<file path="src/rtl/cmp_timer_pkg.sv">
package cmp_timer_pkg;

    parameter int NUM_CH  = 5;
    parameter int TB_W    = 32;
    parameter int FLD_W   = 5;
    parameter int ADDR_W  = 8;
    parameter int IRQ_MSB = 15;

    localparam int FLD_LSB = TB_W - FLD_W;
    localparam int IDX_W   = (NUM_CH > 1) ? $clog2(NUM_CH) : 1;

    localparam logic [ADDR_W-1:0] OFS_TB    = 8'h00;
    localparam logic [ADDR_W-1:0] OFS_OE    = 8'h10;
    localparam logic [ADDR_W-1:0] OFS_OL    = 8'h14;
    localparam logic [ADDR_W-1:0] OFS_IMASK = 8'h18;
    localparam logic [ADDR_W-1:0] OFS_STAT  = 8'h1C;
    localparam logic [ADDR_W-1:0] OFS_SET   = 8'h20;
    localparam logic [ADDR_W-1:0] OFS_CLR   = 8'h24;
    localparam logic [ADDR_W-1:0] OFS_IEN   = 8'h28;
    localparam logic [ADDR_W-1:0] OFS_CMP   = 8'h80;
    localparam logic [ADDR_W-1:0] OFS_MSK   = 8'hC0;

    typedef logic [NUM_CH-1:0] ch_vec_t;
    typedef logic [FLD_W-1:0]  fld_t;

    typedef struct packed {
        ch_vec_t                      oe;
        ch_vec_t                      ol;
        ch_vec_t                      imask;
        ch_vec_t                      ien;
        logic [NUM_CH-1:0][FLD_W-1:0] cmp;
        logic [NUM_CH-1:0][FLD_W-1:0] msk;
    } cfg_t;

    typedef enum logic [3:0] {
        R_NONE, R_TB, R_OE, R_OL, R_IMASK, R_STAT,
        R_SET, R_CLR, R_IEN, R_CMP, R_MSK
    } reg_sel_e;

    typedef struct packed {
        reg_sel_e         sel;
        logic [IDX_W-1:0] idx;
    } dec_t;

    function automatic dec_t decode(input logic [ADDR_W-1:0] a);
        dec_t d;
        d.sel = R_NONE;
        d.idx = '0;
        if (a[1:0] == 2'b00) begin
            case (a)
                OFS_TB:    d.sel = R_TB;
                OFS_OE:    d.sel = R_OE;
                OFS_OL:    d.sel = R_OL;
                OFS_IMASK: d.sel = R_IMASK;
                OFS_STAT:  d.sel = R_STAT;
                OFS_SET:   d.sel = R_SET;
                OFS_CLR:   d.sel = R_CLR;
                OFS_IEN:   d.sel = R_IEN;
                default:   ;
            endcase
            for (int n = 0; n < NUM_CH; n++) begin
                if (a == OFS_CMP + ADDR_W'(4 * n)) begin
                    d.sel = R_CMP;
                    d.idx = IDX_W'(n);
                end
                if (a == OFS_MSK + ADDR_W'(4 * n)) begin
                    d.sel = R_MSK;
                    d.idx = IDX_W'(n);
                end
            end
        end
        return d;
    endfunction

    // channel n lives at bit TB_W-1-n of a word
    function automatic logic [TB_W-1:0] place_hi(input ch_vec_t v);
        logic [TB_W-1:0] r;
        r = '0;
        for (int n = 0; n < NUM_CH; n++) r[TB_W-1-n] = v[n];
        return r;
    endfunction

    function automatic ch_vec_t take_hi(input logic [TB_W-1:0] w);
        ch_vec_t v;
        for (int n = 0; n < NUM_CH; n++) v[n] = w[TB_W-1-n];
        return v;
    endfunction

    // channel n lives at bit IRQ_MSB-n of a word
    function automatic logic [TB_W-1:0] place_irq(input ch_vec_t v);
        logic [TB_W-1:0] r;
        r = '0;
        for (int n = 0; n < NUM_CH; n++) r[IRQ_MSB-n] = v[n];
        return r;
    endfunction

    function automatic ch_vec_t take_irq(input logic [TB_W-1:0] w);
        ch_vec_t v;
        for (int n = 0; n < NUM_CH; n++) v[n] = w[IRQ_MSB-n];
        return v;
    endfunction

    function automatic logic fld_hit(input fld_t tbf, input fld_t c, input fld_t m);
        return ((tbf ^ c) & ~m) == '0;
    endfunction

endpackage

</file>
<file path="src/rtl/cmp_timer_tb.sv">
module cmp_timer_tb
    import cmp_timer_pkg::*;
(
    input  logic            clk,
    input  logic            rst,
    input  logic            load,
    input  logic [TB_W-1:0] load_val,
    output logic [TB_W-1:0] tb_q
);

    always_ff @(posedge clk) begin
        if (rst)       tb_q <= '0;
        else if (load) tb_q <= load_val;
        else           tb_q <= tb_q + TB_W'(1);
    end

    // without a load the count advances by exactly one
    a_r1_tb_step: assert property (@(posedge clk) disable iff (rst)
        !load |=> tb_q == $past(tb_q) + TB_W'(1));

endmodule

</file>
<file path="src/rtl/cmp_timer_chan.sv">
module cmp_timer_chan
    import cmp_timer_pkg::*;
(
    input  logic clk,
    input  logic rst,
    input  fld_t tb_fld,
    input  fld_t cmp,
    input  fld_t msk,
    input  logic oe,
    input  logic ol,
    output logic rise,
    output logic pin
);

    logic hit, hit_q;

    assign hit  = fld_hit(tb_fld, cmp, msk);
    assign rise = hit & ~hit_q;

    // hit_q starts high so a match present at reset release is not an event
    always_ff @(posedge clk) begin
        if (rst) begin
            hit_q <= 1'b1;
            pin   <= 1'b0;
        end else begin
            hit_q <= hit;
            pin   <= oe & (hit ? ol : ~ol);
        end
    end

    // a disabled output is low on the next clock
    a_r4_pin_off: assert property (@(posedge clk) disable iff (rst)
        !oe |=> !pin);

    // an event lasts a single cycle
    a_r3_rise_once: assert property (@(posedge clk) disable iff (rst)
        rise |=> !rise);

endmodule

</file>
<file path="src/rtl/cmp_timer_regs.sv">
module cmp_timer_regs
    import cmp_timer_pkg::*;
(
    input  logic              clk,
    input  logic              rst,
    input  logic              bus_sel,
    input  logic              bus_wr,
    input  logic [ADDR_W-1:0] bus_addr,
    input  logic [TB_W-1:0]   bus_wdata,
    output logic [TB_W-1:0]   bus_rdata,
    input  logic [TB_W-1:0]   tb_q,
    input  ch_vec_t           hw_rise,
    output logic              tb_load,
    output cfg_t              cfg_q,
    output ch_vec_t           status_q
);

    dec_t    dec;
    logic    wr_en;
    ch_vec_t set_bits, clr_bits;

    assign dec      = decode(bus_addr);
    assign wr_en    = bus_sel & bus_wr;
    assign tb_load  = wr_en && dec.sel == R_TB;
    assign set_bits = (wr_en && dec.sel == R_SET) ? take_irq(bus_wdata) : '0;
    assign clr_bits = (wr_en && dec.sel == R_CLR) ? take_irq(bus_wdata) : '0;

    always_ff @(posedge clk) begin
        if (rst) begin
            cfg_q    <= '0;
            status_q <= '0;
        end else begin
            // a hardware event is applied after the clear, so it is never lost
            status_q <= (status_q & ~clr_bits) | set_bits | hw_rise;
            if (wr_en) begin
                case (dec.sel)
                    R_OE:    cfg_q.oe    <= take_hi(bus_wdata);
                    R_OL:    cfg_q.ol    <= take_hi(bus_wdata);
                    R_IMASK: cfg_q.imask <= take_irq(bus_wdata);
                    R_IEN:   cfg_q.ien   <= take_irq(bus_wdata);
                    R_CMP: begin
                        for (int n = 0; n < NUM_CH; n++)
                            if (dec.idx == IDX_W'(n)) cfg_q.cmp[n] <= bus_wdata[TB_W-1:FLD_LSB];
                    end
                    R_MSK: begin
                        for (int n = 0; n < NUM_CH; n++)
                            if (dec.idx == IDX_W'(n)) cfg_q.msk[n] <= bus_wdata[TB_W-1:FLD_LSB];
                    end
                    default: ;
                endcase
            end
        end
    end

    always_comb begin
        bus_rdata = '0;
        if (bus_sel) begin
            case (dec.sel)
                R_TB:    bus_rdata = tb_q;
                R_OE:    bus_rdata = place_hi(cfg_q.oe);
                R_OL:    bus_rdata = place_hi(cfg_q.ol);
                R_IMASK: bus_rdata = place_irq(cfg_q.imask);
                R_STAT:  bus_rdata = place_irq(status_q);
                R_IEN:   bus_rdata = place_irq(cfg_q.ien);
                R_CMP: begin
                    for (int n = 0; n < NUM_CH; n++)
                        if (dec.idx == IDX_W'(n)) bus_rdata = {cfg_q.cmp[n], {FLD_LSB{1'b0}}};
                end
                R_MSK: begin
                    for (int n = 0; n < NUM_CH; n++)
                        if (dec.idx == IDX_W'(n)) bus_rdata = {cfg_q.msk[n], {FLD_LSB{1'b0}}};
                end
                default: bus_rdata = '0;
            endcase
        end
    end

    // a misaligned write leaves every configuration register unchanged
    a_r9_misaligned_wr: assert property (@(posedge clk) disable iff (rst)
        (wr_en && bus_addr[1:0] != 2'b00) |=> cfg_q == $past(cfg_q));

    // field registers never return bits below the field
    a_r10_rd_unused: assert property (@(posedge clk) disable iff (rst)
        (bus_sel && dec.sel inside {R_OE, R_OL, R_CMP, R_MSK})
            |-> bus_rdata[FLD_LSB-1:0] == '0);

    for (genvar n = 0; n < NUM_CH; n++) begin : g_src
        // a status bit only rises from a set command or a match event
        a_r5_status_source: assert property (@(posedge clk) disable iff (rst)
            $rose(status_q[n]) |-> $past(hw_rise[n] || set_bits[n]));
    end

endmodule

</file>
<file path="src/rtl/cmp_timer.sv">
module cmp_timer
    import cmp_timer_pkg::*;
(
    input  logic              clk,
    input  logic              rst,
    input  logic              bus_sel,
    input  logic              bus_wr,
    input  logic [ADDR_W-1:0] bus_addr,
    input  logic [TB_W-1:0]   bus_wdata,
    output logic [TB_W-1:0]   bus_rdata,
    output logic [NUM_CH-1:0] tmr_pin,
    output logic [NUM_CH-1:0] tmr_irq
);

    logic [TB_W-1:0] tb_q;
    logic            tb_load;
    cfg_t            cfg_q;
    ch_vec_t         status_q, hw_rise;

    cmp_timer_tb u_tb (
        .clk      (clk),
        .rst      (rst),
        .load     (tb_load),
        .load_val (bus_wdata),
        .tb_q     (tb_q)
    );

    cmp_timer_regs u_regs (
        .clk       (clk),
        .rst       (rst),
        .bus_sel   (bus_sel),
        .bus_wr    (bus_wr),
        .bus_addr  (bus_addr),
        .bus_wdata (bus_wdata),
        .bus_rdata (bus_rdata),
        .tb_q      (tb_q),
        .hw_rise   (hw_rise),
        .tb_load   (tb_load),
        .cfg_q     (cfg_q),
        .status_q  (status_q)
    );

    for (genvar n = 0; n < NUM_CH; n++) begin : g_ch
        cmp_timer_chan u_ch (
            .clk    (clk),
            .rst    (rst),
            .tb_fld (tb_q[TB_W-1:FLD_LSB]),
            .cmp    (cfg_q.cmp[n]),
            .msk    (cfg_q.msk[n]),
            .oe     (cfg_q.oe[n]),
            .ol     (cfg_q.ol[n]),
            .rise   (hw_rise[n]),
            .pin    (tmr_pin[n])
        );
    end

    assign tmr_irq = status_q & cfg_q.imask;

endmodule

</file>
<file path="config.mk">
export PLATFORM = sky130hd
export DESIGN_NAME = cmp_timer
export DESIGN_NICKNAME = d
export VERILOG_FILES = /design/src/rtl/cmp_timer_pkg.sv /design/src/rtl/cmp_timer_tb.sv /design/src/rtl/cmp_timer_chan.sv /design/src/rtl/cmp_timer_regs.sv /design/src/rtl/cmp_timer.sv
export SDC_FILE = /design/constraint.sdc
export NUM_CORES = 1
export LEC_CHECK = 0
export BUFFER_PORTS_ARGS = -buffer_cell sky130_fd_sc_hd__buf_2
export CORE_AREA = 2 2 130 132
export CTS_BUF_LIST = sky130_fd_sc_hd__clkbuf_8
export DETAILED_ROUTE_END_ITERATION = 10
export DIE_AREA = 0 0 132 134
export GPL_TIMING_DRIVEN = 0
export SYNTH_ARGS = -nofsm -noshare
export SYNTH_HDL_FRONTEND = slang
export SYNTH_SLANG_ARGS = --single-unit
</file>
<file path="constraint.sdc">
create_clock -name clk -period 6.7 [get_ports clk]
set_input_delay 1.005 -clock clk [delete_from_list [all_inputs] [get_ports clk]]
set_output_delay 1.005 -clock clk [all_outputs]
set_load 0.02 [all_outputs]
</file>
==> run_results.csv, run 1 <==
group,metric,value,unit
outcome,outcome,"finished, final reports clean",
worst_setup_path,worst-setup-path-type,"in -> out",
floorplanning,core,0.01629,mm^2
clocking,post-cts-setup-buffers,0,
worst_setup_path,cp.required,5690,ps
synth,synthFlopType,"dfxtp_1",
timing,rsz0062_at_grt,"false",
clocking,cts_resized,0,
synth,synth_top_family_by_area,"simple AND/OR/NAND/NOR gates",
routing,drc_errors,0,
clocking,numCtsBuffers,17,
worst_setup_path,path_max_fanout,10,
floorplanning,io_pins,86,
synth,synth-warning-count,0,
timing,hold_viol_final,0,
timing,min_period,4753,ps
job,drv_cap,0,
timing,fin_crit_sh,70.93,%
global_routing,grt_overflow_total,0,
timing,fin_ws,1947,ps
synth,synth_mux_area_share,8.707,%
placement,place_ws,1992,ps
global_routing,grt_pass1_vias,5735,
clocking,htreeDepth,4,
placement,placed_area,0.007138,mm^2
routing,num_vias,6074,
global_routing,grt_first_pass_wirelength,31800,um
synth,synth_xor_area_share,7.619,%
synth,avgSynthCellArea,8.515,um^2
power,finalPower,1.500,mW
clocking,clk_pin_slew,80,ps
clocking,tritoncts,"built",
final_layout,finalNetCount,905,
placement,io_buffers,85,
final_layout,area_delta_synth_final,17.55,%
timing,finalSetupViolations,0,
synth,syn-cell-area,0.006437,mm^2
timing,tightest_slew,797.9,ps
synth,seq_area_frac_synth,36.38,%
clocking,ctsHoldBuffers,0,
floorplanning,dieWidth,132,um
routing,drtIter0Drc,521,
synth,ys_types,58,
min_path,hp-class,"reg -> reg",
timing,finalSetupTns,0,ps
placement,gp_congestion,0.9013,
final_layout,final_layout_size_suffix_gt1_share,16.04,%
timing,max_slew_margin,46.24,%
timing,skew,17.92,ps
floorplanning,row_count,47,
placement,dp_hpwl,15180,um
synth,postSynthCellCount,756,
clocking,clk-insertion-delay-late,450,ps
clocking,clock_path_buffers,2,
final_layout,final_area,0.007567,mm^2
global_routing,gr-usage-all-layers,23.08,%
synth,synth-compound-area-share,19.94,%
routing,wl_per_cell,18.66,um
timing,fmax,0.2104,GHz
floorplanning,start_util,39.52,%
synth,synth_edf_count,0,
clocking,cts_num_sinks,117,
final_layout,n_antenna_cell,0,
floorplanning,die_area,0.01769,mm^2
power,peakVddDrop,121.0,uV
power,leakagePower,2.873,nW
worst_setup_path,cp-start-kind,"input port",
routing,first_pass_iters,5,
routing,routed_via_density,5.557,
clocking,cts-root-buf,"clkbuf_8",
global_routing,grt_max_degree,17,
power,power.density,198.2,mW/mm^2
synth,synthSimpleGateAreaFrac,22.82,%
synth,synth_seq_cells,117,
global_routing,antenna_found_initial,0,
worst_setup_path,crit_arrival,3750,ps
timing,maxSlewViolCount,0,
worst_setup_path,cp-end-kind,"output port",
synth,async_reset_ff_share,0,%
routing,ant_nets,0,
floorplanning,die_y,134,um
synth,syn_nets,801,
routing,wirelength,20390,um
synth,synthAdderAreaFrac,0.1944,%
## power breakdown
group | switching, mW | internal [mW] | leakage [nW]
clock | 0.310 | 0.397 | 0.216
sequential | 0.00299 | 0.697 | 0.943
combinational | 0.0643 | 0.0278 | 1.71
## critical path, cell delays in order
cell	delay (ps)
buf_2	120
buf_2	180
nor4b_1	600
nand3_1	330
clkbuf_1	310
a222oi_1	400
o21ai_0	150
nor3b_1	160
o31a_1	320
buf_2	170
## cells by family after synthesis
group,after synthesis
AOI/OAI and AO/OA,166
adders and majority gates,1
DFF,117
buffers and inverters,65
muxes,56
and+or+nand+nor,295
xor gates and xnor gates,56
## cell type report
type | instances | area, um^2
Buffer | 60 | 260.3
Tap cell | 220 | 275.3
Multi-Input combinational cell | 574 | 3816
Fill cell | 1661 | 8722
Clock inverter | 12 | 153.9
Timing Repair Buffer | 85 | 425.4
Clock buffer | 20 | 275.3
Sequential cell | 117 | 2342
Inverter | 5 | 18.77
## layer usage
metal	vias to the layer above	GRT usage (%)	routed length [um]
li1	2953	-	-
met1	2889	31.48	9545
met2	196	36.92	9398
met3	36	4.308	1027
met4	0	7.548	423
met5	-	0	0
## synth_stat cells, types with 3 or more instances
library cell	number	area share, %
a2bb2oi_1	6	0.82
o31a_1	5	0.68
nor2b_1	3	0.29
o2bb2ai_1	10	1.4
a32oi_1	4	0.54
xnor2_1	41	5.6
mux2i_1	56	8.7
inv_1	4	0.23
buf_2	7	0.54
a21boi_0	6	0.70
a2111oi_4	3	1.3
a22oi_1	6	0.70
a22o_1	8	1.1
clkbuf_1	46	2.7
or3_1	8	0.78
dfxtp_1	117	36
a21oi_1	24	1.9
a211oi_1	36	4.2
buf_4	5	0.58
nand4_1	13	1.3
or4b_1	3	0.47
o22ai_1	12	1.2
nand3_1	25	1.9
and2_1	10	0.97
a222oi_1	7	1.1
nor3_1	7	0.54
xor2_1	15	2.0
and3_1	29	2.8
nor2_1	113	6.6
o21ai_0	16	1.2
nand2_1	47	2.7
a311oi_1	5	0.68
nor3b_1	7	0.82
nand2b_1	17	1.7
a221oi_1	6	0.82
## final timing paths
check / start / end / slack (ps) / cells after the start
worst min register to register: u_regs.cfg_q[53]$_SDFFE_PP0P_ / u_regs.cfg_q[53]$_SDFFE_PP0P_ / 460 / 2
worst max-delay path: bus_addr[5] / bus_rdata[30] / 1950 / 10
worst min-delay path: u_regs.cfg_q[53]$_SDFFE_PP0P_ / u_regs.cfg_q[53]$_SDFFE_PP0P_ / 460 / 2
worst max register to register: u_tb.tb_q[11]$_SDFF_PP0_ / u_tb.tb_q[31]$_SDFF_PP0_ / 4330 / 5
## flip-flops by register name (all words and copies together) (netlist names)
name,flops
u_tb.tb_q,32
g_ch.u_ch.hit_q,5
u_regs.cfg_q,70
g_ch.u_ch.pin,5
u_regs.status_q,5
## through the flow
stage          utilization, %  hold WS, ps  std cells
2_1_floorplan               -        436.0        756
3_3_place_gp            43.82        444.4       1061
3_5_place_dp            43.82        448.4       1061
4_1_cts                 46.46        460.5       1093
5_1_grt                 46.46        488.4       1093
6_report                46.46        461.5       1093
## cells in the final DEF (no fill, tap or decap), types with 5 or more instances in the layout
master / n
a311oi_1: 5
dfxtp_1: 117
a21boi_0: 6
o2bb2ai_1: 10
clkbuf_8: 20
a211oi_1: 36
a222oi_1: 7
a21oi_1: 24
buf_4: 5
clkbuf_1: 46
and2_1: 10
and3_1: 29
nand3_1: 25
nand2_1: 47
o31a_1: 5
xnor2_1: 41
xor2_1: 15
or3_1: 8
a2bb2oi_1: 6
buf_2: 92
a221oi_1: 6
mux2i_1: 56
o21ai_0: 16
nor3_1: 7
nand2b_1: 17
o22ai_1: 12
nand4_1: 13
nor2_1: 113
a22oi_1: 6
nor3b_1: 7
inv_1: 5
a22o_1: 8
Note: power is estimated with default switching activity, not from simulation.
==> run 2: changes to the inputs <==
ABC_AREA = 1   (was unset)
CORE_AREA = 2 2 134 136   (was 2 2 130 132)
DIE_AREA = 0 0 136 138   (was 0 0 132 134)
clock period = 4.2 ns   (was 6.7 ns; I/O delays follow)
==> run 2 against run 1 <==
Against the previous run:
- worst hold slack lost 70 ps
- combinational power grew 42%
- setup slack lost 1000 ps
- clock-buffer cell count grew 1
- final cell count grew 28%
- synthesized cell count grew 39%
- synthesized area grew 5.0%
- critical endpoint is now bus_rdata[31]
- largest cell class unchanged
==> run_results.csv, run 2 <==
group,metric,value,unit
power,switching_power,545.4,uW
power,p_comb_share,5.8,%
timing,finalSetupViolations,0,
synth,yosysMostFrequentCell,"nand2_1",
floorplanning,die_y,138,um
global_routing,top_usage_layer,"met2",
synth,synthFlopType,"dfxtp_1",
worst_setup_path,r2r.worst_path.cells,7,
synth,synth_area_leaders,"dfxtp_1 (35%), nand2_1 (15%), a21oi_1 (7.1%)",
min_path,hold_start,"bus_wdata[21]",
min_path,hp-class,"in -> reg",
power,peakVddDrop,226.0,uV
floorplanning,die_area,0.01877,mm^2
synth,avgSynthCellArea,6.420,um^2
timing,max_slew_margin,40.33,%
routing,num_vias,6974,
job,drv_cap,0,
final_layout,n_antenna_cell,0,
worst_setup_path,cp.required,3570,ps
min_path,holdPathEnd,"u_tb.tb_q[21]$_SDFF_PP0_",
clocking,tritoncts,"built",
clocking,cts-root-buf,"clkbuf_8",
global_routing,antenna_found_initial,0,
worst_setup_path,crit_path_top_delay_cell,"nor2_2",
placement,gp_congestion,0.9660,
synth,syn_nets,1098,
final_layout,final_layout_size_suffix_gt1_share,15.42,%
synth,syn-cell-area,0.006760,mm^2
clocking,clk-insertion-delay-late,450,ps
clocking,htreeDepth,4,
power,clkPwrFrac,44.9,%
worst_setup_path,cp-end-kind,"output port",
timing,rsz0062_at_grt,"false",
routing,wirelength,22510,um
timing,whs,391.7,ps
power,leakagePower,3.376,nW
placement,placed_area,0.007467,mm^2
floorplanning,dieWidth,136,um
final_layout,fillers,1907,
power,p_seq_share,49.4,%
placement,io_buffers,84,
routing,first_pass_iters,5,
final_layout,finalNetCount,1201,
worst_setup_path,reg2reg_slack,1810,ps
outcome,outcome,"finished, final reports clean",
timing,min_period,3269,ps
routing,wl_per_cell,16.13,um
global_routing,met3_usage,4.474,%
floorplanning,row_count,49,
synth,synth_seq_cells,117,
timing,skew,11.07,ps
routing,routed_via_density,4.996,
synth,ys_types,39,
global_routing,use_met1,32.91,%
worst_setup_path,crit_chain,"buf_2, nor2_2, nand2_2, nor2_2, nand2_1, buf_2, nand3_1, nand2_1, nand2_1, nand3_1, nand4_1, nand2_1, nor2_1, nor2_1, buf_2",
power,power.density,288.6,mW/mm^2
worst_setup_path,r2r_end,"g_ch[2].u_ch.pin$_SDFF_PP0_",
clocking,cts_num_sinks,117,
timing,finalSetupTns,0,ps
final_layout,fin_util,44.74,%
routing,drtIter0Drc,446,
timing,fin_crit_sh,77.82,%
synth,async_reset_ff_share,0,%
worst_setup_path,r2r-start,"u_tb.tb_q[30]$_SDFF_PP0_",
worst_setup_path,crit_arrival,2640,ps
timing,tightest_slew,886.9,ps
final_layout,final_common_cell,"nand2_1",
power,p_int,1.719,mW
clocking,post-cts-setup-buffers,0,
clocking,cts_resized,0,
floorplanning,io_pins,86,
final_layout,register_area,0.002342,mm^2
power,swShare,24.09,%
global_routing,grt_max_degree,17,
global_routing,met2_usage,39.46,%
clocking,clk_pin_slew,70,ps
final_layout,final_area,0.007845,mm^2
global_routing,grt_overflow_total,0,
placement,dp_hpwl,17040,um
synth,synth_top_area_share,34.65,%
clocking,numCtsBuffers,17,
global_routing,gr-usage-all-layers,24.47,%
min_path,min_delay_path_depth,3,
worst_setup_path,worst-setup-path-type,"in -> out",
timing,maxSlewViolCount,0,
synth,yosys-top-cells-count,"nand2_1 (262), inv_1 (123), dfxtp_1 (117)",
synth,seq_area_frac_synth,34.65,%
routing,ant_nets,0,
final_layout,top_register,"u_regs.cfg_q",
worst_setup_path,cp-start-kind,"input port",
worst_setup_path,path_max_fanout,10,
placement,place_ws,912.8,ps
floorplanning,start_util,38.55,%
synth,synth-warning-count,0,
global_routing,grt_first_pass_wirelength,35000,um
final_layout,multi_input_area,0.003679,mm^2
final_layout,final_cell_mix,"nand2_1 (262), inv_1 (128), dfxtp_1 (117)",
worst_setup_path,cp_common_cell,"nand2_1",
synth,yosysTopAreaCell,"dfxtp_1",
clocking,clock_path_buffers,2,
worst_setup_path,cpPeakStageDelay,230,ps
timing,fmax,0.3059,GHz
synth,postSynthCellCount,1053,
timing,hold_viol_final,0,
timing,fin_ws,931.4,ps
final_layout,area_delta_synth_final,16.05,%
final_layout,largest_reg_flops,70,
final_layout,reg.largest.list,"u_regs.cfg_q (70), u_tb.tb_q (32)",
global_routing,grt_pass1_vias,6342,
clocking,ctsHoldBuffers,0,
floorplanning,core,0.01753,mm^2
synth,synth_edf_count,0,
routing,drc_errors,0,
## run 2: cell count changes in the layout (fill, tap and decap cells not counted), moves of 18 or more
| cell | delta |
|---|---|
| and3_1 | -29 |
| a211oi_1 | -29 |
| nand3_1 | +30 |
| clkbuf_1 | -18 |
| mux2i_1 | -56 |
| inv_1 | +123 |
| o21ai_0 | +55 |
| nand2_1 | +215 |
| a21oi_1 | +72 |
| xnor2_1 | -35 |
| nor3_1 | +20 |
## run 2: stage by stage
| stage | instances | total power, mW |
|---|---|---|
| global placement | 1366 | 1.273 |
| floorplan | 1053 | 1.208 |
| global route | 1396 | 2.340 |
| detailed placement | 1366 | 1.272 |
| CTS | 1396 | 2.280 |
| finish | 1396 | 2.264 |
## run 2: worst max-delay path by stage
stage,start,to,slack [ps]
after CTS,bus_addr[1],bus_rdata[31],910
after floorplan,bus_addr[1],bus_rdata[27],1480
after global placement,bus_addr[1],bus_rdata[31],910
after detailed placement,bus_addr[1],bus_rdata[31],910
after global routing,bus_addr[1],bus_rdata[27],650
final,bus_addr[1],bus_rdata[31],930
## run 2: final cells by class
type | count | share of cell area, %
Buffer | 48 | 2.871
Clock buffer | 21 | 3.684
Clock inverter | 9 | 1.132
Inverter | 137 | 6.555
Multi-Input combinational cell | 751 | 46.89
Sequential cell | 117 | 29.86
Tap cell | 229 | 3.652
Timing Repair Buffer | 84 | 5.359
## run 2: cell families (layout without fill, tap and decap cells)
family | after synthesis | after routing | synth area share (%)
xor gates and xnor gates | 24 | 24 | 3.109
DFF | 117 | 117 | 34.65
adders and majority gates | 1 | 1 | 0.1851
AOI/OAI and AO/OA | 208 | 208 | 16.69
and+or+nand+nor | 518 | 518 | 34.43
buffers and inverters | 185 | 299 | 10.94
## run 2: worst max-delay path, delay by kind of cell
family / cells / cell delay (ps)
and+or+nand+nor: 12 / 1500
buffers and inverters: 3 / 500
## run 2: routing by layer
metal / wire (um) / up-vias
met5: 0 / -
met4: 553 / 0
met3: 1195 / 35
met2: 10360 / 191
met1: 10410 / 3135
li1: - / 3613
## run 2: power by group through the flow
stage	clock network [mW]	logic [mW]	registers, mW
after floorplan	0	0.0671	1.14
after global placement	0	0.131	1.14
after detailed placement	0	0.130	1.14
after CTS	1.03	0.131	1.12
after global routing	1.08	0.144	1.12
final	1.02	0.131	1.12
